[src/rtl/cig_pkg.sv]
package cig_pkg;
  localparam int LFSR_W = 32;
  // taps for x^32 + x^22 + x^2 + x + 1 : state bits 31, 21, 1, 0
  localparam logic [LFSR_W-1:0] TAP_MASK   = 32'h8020_0003;
  localparam logic [LFSR_W-1:0] SEED_SUBST = 32'h6A09_E667;

  typedef enum logic [1:0] {
    ST_IDLE = 2'd0,
    ST_DRAW = 2'd1,
    ST_HOLD = 2'd2
  } gen_state_e;

  function automatic logic lfsr_fb(input logic [LFSR_W-1:0] s);
    return ^(s & TAP_MASK);
  endfunction
endpackage

[src/rtl/cig_lane.sv]
module cig_lane
  import cig_pkg::*;
#(
  parameter logic [LFSR_W-1:0] RST_SEED = SEED_SUBST
) (
  input  logic              clk,
  input  logic              rst_n,
  input  logic              load,
  input  logic [LFSR_W-1:0] seed,
  input  logic              step,
  output logic              fb
);
  logic [LFSR_W-1:0] state_q;

  assign fb = lfsr_fb(state_q);

  always_ff @(posedge clk) begin
    if (!rst_n)        state_q <= RST_SEED;
    else if (load)     state_q <= (seed == '0) ? SEED_SUBST : seed;
    else if (step)     state_q <= {state_q[LFSR_W-2:0], fb};
  end


  nonzero_chk: assert property (@(posedge clk) disable iff (!rst_n)
    state_q != '0);


  zero_seed_chk: assert property (@(posedge clk) disable iff (!rst_n)
    load && seed == '0 |=> state_q != '0);


  idle_hold_chk: assert property (@(posedge clk) disable iff (!rst_n)
    !load && !step |=> $stable(state_q));
endmodule

[src/rtl/cig_tracker.sv]
module cig_tracker #(
  parameter int IDX_W  = 4,
  localparam int SLOTS  = 1 << IDX_W,
  localparam int DECK_W = IDX_W + 1
) (
  input  logic              clk,
  input  logic              rst_n,
  input  logic              clr,
  input  logic              mark,
  input  logic [IDX_W-1:0]  probe,
  input  logic [DECK_W-1:0] deck,
  output logic              seen,
  output logic              full,
  output logic [SLOTS-1:0]  vis
);
  logic [SLOTS-1:0]  vis_q;
  logic [DECK_W-1:0] live_cnt;

  assign vis  = vis_q;
  assign seen = vis_q[probe];

  always_comb begin
    live_cnt = '0;
    for (int i = 0; i < SLOTS; i++) begin
      if (DECK_W'(i) < deck && vis_q[i]) live_cnt = live_cnt + 1'b1;
    end
  end

  assign full = (live_cnt >= deck);

  always_ff @(posedge clk) begin
    if (!rst_n)     vis_q <= '0;
    else if (clr)   vis_q <= '0;
    else if (mark)  vis_q[probe] <= 1'b1;
  end


  full_no_mark_chk: assert property (@(posedge clk) disable iff (!rst_n)
    full |-> !mark);
endmodule

[src/rtl/card_index_gen.sv]
module card_index_gen
  import cig_pkg::*;
#(
  parameter int NUM_LANES = 4,
  localparam int IDX_W  = NUM_LANES,
  localparam int SLOTS  = 1 << IDX_W,
  localparam int DECK_W = IDX_W + 1,
  localparam int SEL_W  = (NUM_LANES > 1) ? $clog2(NUM_LANES) : 1
) (
  input  logic              clk,
  input  logic              rst_n,
  input  logic              seed_we,
  input  logic [SEL_W-1:0]  seed_sel,
  input  logic [31:0]       seed_data,
  input  logic [DECK_W-1:0] deck_size,
  input  logic              clear,
  input  logic              req_valid,
  output logic              req_ready,
  output logic              idx_valid,
  input  logic              idx_ready,
  output logic [IDX_W-1:0]  idx
);
  gen_state_e        st_q;
  logic [IDX_W-1:0]  cand;
  logic [IDX_W-1:0]  idx_q;
  logic [DECK_W-1:0] deck_eff;
  logic              stepping, accept, seen, full;
  logic [SLOTS-1:0]  vis;

  assign deck_eff = (deck_size > DECK_W'(SLOTS)) ? DECK_W'(SLOTS) : deck_size;
  assign stepping = (st_q == ST_DRAW);

  for (genvar k = 0; k < NUM_LANES; k++) begin : g_lane
    cig_lane #(
      .RST_SEED(SEED_SUBST ^ (32'(k + 1) * 32'h0101_0101))
    ) u_lane (
      .clk  (clk),
      .rst_n(rst_n),
      .load (seed_we && seed_sel == SEL_W'(k)),
      .seed (seed_data),
      .step (stepping),
      .fb   (cand[k])
    );
  end

  assign accept = stepping && ({1'b0, cand} < deck_eff) && !seen;

  cig_tracker #(.IDX_W(IDX_W)) u_track (
    .clk  (clk),
    .rst_n(rst_n),
    .clr  (clear),
    .mark (accept),
    .probe(cand),
    .deck (deck_eff),
    .seen (seen),
    .full (full),
    .vis  (vis)
  );

  assign req_ready = (st_q == ST_IDLE) && !full;
  assign idx_valid = (st_q == ST_HOLD);
  assign idx       = idx_q;

  always_ff @(posedge clk) begin
    if (!rst_n) begin
      st_q  <= ST_IDLE;
      idx_q <= '0;
    end else begin
      case (st_q)
        ST_IDLE: if (req_valid && req_ready) st_q <= ST_DRAW;
        ST_DRAW: if (accept) begin
          st_q  <= ST_HOLD;
          idx_q <= cand;
        end
        ST_HOLD: if (idx_ready) st_q <= ST_IDLE;
        default: st_q <= ST_IDLE;
      endcase
    end
  end


  hold_stable_chk: assert property (@(posedge clk) disable iff (!rst_n)
    idx_valid && !idx_ready |=> idx_valid && $stable(idx));


  excl_chk: assert property (@(posedge clk) disable iff (!rst_n)
    idx_valid |-> !req_ready);


  range_chk: assert property (@(posedge clk) disable iff (!rst_n)
    $rose(idx_valid) |-> {1'b0, idx} < deck_eff);


  grow_chk: assert property (@(posedge clk) disable iff (!rst_n)
    $rose(idx_valid) && !$past(clear) |->
      $countones(vis) == $past($countones(vis)) + 1);
endmodule

[config.mk]
export PLATFORM = sky130hd
export DESIGN_NAME = card_index_gen
export DESIGN_NICKNAME = d
export VERILOG_FILES = /design/src/rtl/cig_pkg.sv /design/src/rtl/cig_lane.sv /design/src/rtl/cig_tracker.sv /design/src/rtl/card_index_gen.sv
export SDC_FILE = /design/constraint.sdc
export NUM_CORES = 1
export LEC_CHECK = 0
export ABC_AREA = 1
export BUFFER_PORTS_ARGS = -buffer_cell sky130_fd_sc_hd__buf_2
export CAP_MARGIN = 15
export CORE_MARGIN = 2
export CORE_UTILIZATION = 55
export DETAILED_ROUTE_END_ITERATION = 12
export PLACE_DENSITY = 0.82
export SLEW_MARGIN = 20
export SYNTH_ARGS = -nofsm -noshare
export SYNTH_HDL_FRONTEND = slang
export SYNTH_SLANG_ARGS = --single-unit
[constraint.sdc]
create_clock -name clk -period 30.5 [get_ports clk]
set_input_delay 6.1 -clock clk [delete_from_list [all_inputs] [get_ports clk]]
set_output_delay 6.1 -clock clk [all_outputs]
set_load 0.05 [all_outputs]
==> impl_metrics.env <==
export IMPL_clk_latency_ns=0.43
export IMPL_grt_pass1_wl_um=40500
export IMPL_fin_worst_skew_ns=0.00530
export IMPL_core_rowCount=46
export IMPL_required_ns=24.40
export IMPL_hold_viol_final=0
export IMPL_cts_repair_resized=0
export IMPL_setup_viol=0
export IMPL_cpMostUsedCell="nand2_1"
export IMPL_tns_ns=0
export IMPL_timing_rr_end="st_q[0]"
export IMPL_syn2layout_area_growth_pct=12.0
export IMPL_max_cap_violations=0
export IMPL_core_area_um2=15900
export IMPL_cts_tree="done"
export IMPL_relSlewSlack_pct=33.4
export IMPL_synth_top_area_share_pct=33.7
export IMPL_max_freq_mhz=46.9
export IMPL_finalCriticalPeriod_ns=21.32
export IMPL_period_share_pct=69.9
export IMPL_holdWs_ns=0.470
export IMPL_hold_class="flip-flop to flip-flop"
export IMPL_ys_top_cells_by_area="dfxtp_1, nand2_1, inv_1"
export IMPL_wl_per_cell_um=15.3
export IMPL_hold_buffers=0
export IMPL_async_flop_share_pct=0
export IMPL_reg2reg_slack_ns=21.62
export IMPL_root_buffer="clkbuf_16"
export IMPL_critPathLaunch="deck_size[4]"
export IMPL_yosys_most_used_dff="dfxtp_1"
export IMPL_timing_rr_start="u_track.vis[0]"
export IMPL_crit_path_max_incr_delay_ns=0.45
export IMPL_grt_usage_pct=28.7
export IMPL_start_util_pct=56.2
export IMPL_setup_worst_path_end_class="output pin"
export IMPL_antenna_found_initial=0
export IMPL_yosysUniqueCellTypes=45
export IMPL_slew_viol_final=0
export IMPL_grt_overflow=0
export IMPL_syn_area_um2=8920
export IMPL_critPathArrivalTime_ns=15.22
export IMPL_syn_area_per_cell_um2=6.60
export IMPL_fin_area_um2=9990
export IMPL_p_per_area_nw_per_um2=60.7
export IMPL_numCtsBuffers=17
export IMPL_outcome="complete, no violations"
export IMPL_synth_warnings=0
export IMPL_ant_nets=0
export IMPL_p_leak_nw=4.69
export IMPL_fin_cells=1607
export IMPL_rsz0062_at_grt="no"
export IMPL_die_area_um2=17300
export IMPL_dpl_hpwl_um=17200
export IMPL_synth_nets=1420
export IMPL_dpl_cell_area_um2=9340
export IMPL_synth_seq_cells=150
export IMPL_nets=1446
export IMPL_diodes=0
export IMPL_clock_sinks=150
export IMPL_first_iter_violations=661
export IMPL_drc=0
export IMPL_cts_setup_buffers=0
export IMPL_yosysSeqAreaShare_pct=33.7
export IMPL_routed_via_count=9053
export IMPL_port_buffers=50
export IMPL_ios=51
export IMPL_grt_max_degree=79
export IMPL_dr_pass1_iters=5
export IMPL_cts_buffer_depth=2
export IMPL_preCtsSetupSlack_ns=9.22
export IMPL_synth_enable_flop_cells=0
export IMPL_min_path_cells=2
export IMPL_fillers=1412
export IMPL_ir_drop_v=0.0000429
export IMPL_fp_dieH_um=131
export IMPL_clk_pin_slew_ns=0.06
export IMPL_final_cell_mix="nand2_1, inv_1, dfxtp_1"
export IMPL_place_gp_congestion=0.910
export IMPL_yosys_area_top_type="dfxtp_1"
export IMPL_crit_path_start_kind="input pin"
export IMPL_synth_cells=1352
export IMPL_drive_above_1_share_pct=13.8
export IMPL_reg2regPathDepth=51
export IMPL_vias_per_cell=5.63
export IMPL_h_tree_depth=4
export IMPL_critical_path_class="input pin to output pin"
export IMPL_die_w_um=131
export IMPL_setup_slack_ns=9.18
export IMPL_crit_fanout=8
export IMPL_final_common_cell="nand2_1"
export IMPL_cp_slowest_cell="a2111oi_0"
export IMPL_tightest_slew_ns=0.993
export IMPL_dpl_cell_count=1575
export IMPL_crit_end="req_ready"
export IMPL_grt_pass1_vias=8474
export IMPL_wl_um=24600
==> report_power, final <==
group          internal (mW)  leakage (nW)  total (mW)  switching, mW
Combinational         0.0447          3.13       0.148          0.103
Sequential             0.221          1.23       0.234         0.0131
Clock                  0.146         0.321       0.225         0.0790
Total                  0.411          4.69       0.607          0.196
==> area by class of cell <==
class	count	area (um^2)	share of cell area (%)
Timing Repair Buffer	61	333	3.33
Inverter	212	798	7.99
Clock buffer	25	536	5.36
Clock inverter	7	113	1.13
Sequential cell	150	3000	30.1
Tap cell	216	270	2.71
Multi-Input combinational cell	936	4940	49.4
==> cells by family after synthesis <==
| family | share of synthesized area [%] |
|---|---|
| AND/OR/NAND/NOR | 36.7 |
| buffers and inverters | 11.2 |
| AO/OA/AOI/OAI | 13.2 |
| flip-flops | 33.7 |
| adder cells (fa/ha/maj) | 3.23 |
| XOR/XNOR | 1.96 |
==> stage by stage <==
stage	util (%)	power [mW]
floorplan	-	0.342
global placement	58.8	0.378
detailed placement	58.8	0.382
CTS	62.9	0.606
global route	62.9	0.635
finish	62.9	0.607
==> Yosys cell counts, types with 2 or more instances <==
cell type,n
xor2_1,9
clkbuf_1,51
buf_2,2
o22ai_1,23
or2_2,11
dfxtp_1,150
xnor2_1,11
nor2_4,2
nor2_1,112
a22oi_1,2
nand3_2,14
a31oi_1,15
inv_1,188
o21ai_0,18
nand3_4,5
nand2_2,27
nor3_1,10
nand4_1,52
nand2_4,9
o2111ai_1,23
o21ai_1,12
nand2_1,380
nand3_1,68
nor4_1,6
a21oi_1,59
ha_1,23
o211ai_1,7
nand3b_1,5
a221oi_1,18
nor2_2,4
inv_2,17
clkinv_1,6
==> how the worst min path moves through the flow <==
stage	from	slack, ns	endpoint
2_1_floorplan	g_lane[3].u_lane.state_q[18]	0.43	g_lane[3].u_lane.state_q[18]
4_1_cts	g_lane[2].u_lane.state_q[28]	0.47	g_lane[2].u_lane.state_q[28]
6_report	u_track.vis[15]	0.47	u_track.vis[15]
3_5_place_dp	g_lane[3].u_lane.state_q[18]	0.45	g_lane[3].u_lane.state_q[18]
5_1_grt	g_lane[0].u_lane.state_q[28]	0.48	g_lane[0].u_lane.state_q[28]
3_3_place_gp	g_lane[3].u_lane.state_q[18]	0.44	g_lane[3].u_lane.state_q[18]
==> critical path: cells and delay by family <==
| family | cells | cell delay [ns] |
|---|---|---|
| AND/OR/NAND/NOR | 22 | 3.10 |
| adder cells (fa/ha/maj) | 10 | 2.79 |
| AO/OA/AOI/OAI | 11 | 1.86 |
| buffers and inverters | 6 | 0.79 |
| XOR/XNOR | 4 | 0.59 |
==> state kept, by name (all words and copies together) (netlist names) <==
| signal | flops |
|---|---|
| u_track.vis | 16 |
| g_lane.u_lane.state_q | 128 |
| st_q | 2 |
| idx | 4 |
==> routing by layer <==
metal / track usage (%) / up-vias / wire length, um
li1: - / 4450 / -
met1: 35.6 / 4140 / 10100
met2: 47.3 / 383 / 11600
met3: 5.56 / 80 / 1850
met4: 15.2 / 0 / 1010
met5: 0 / - / 0
(Power assumes the default switching activity.)
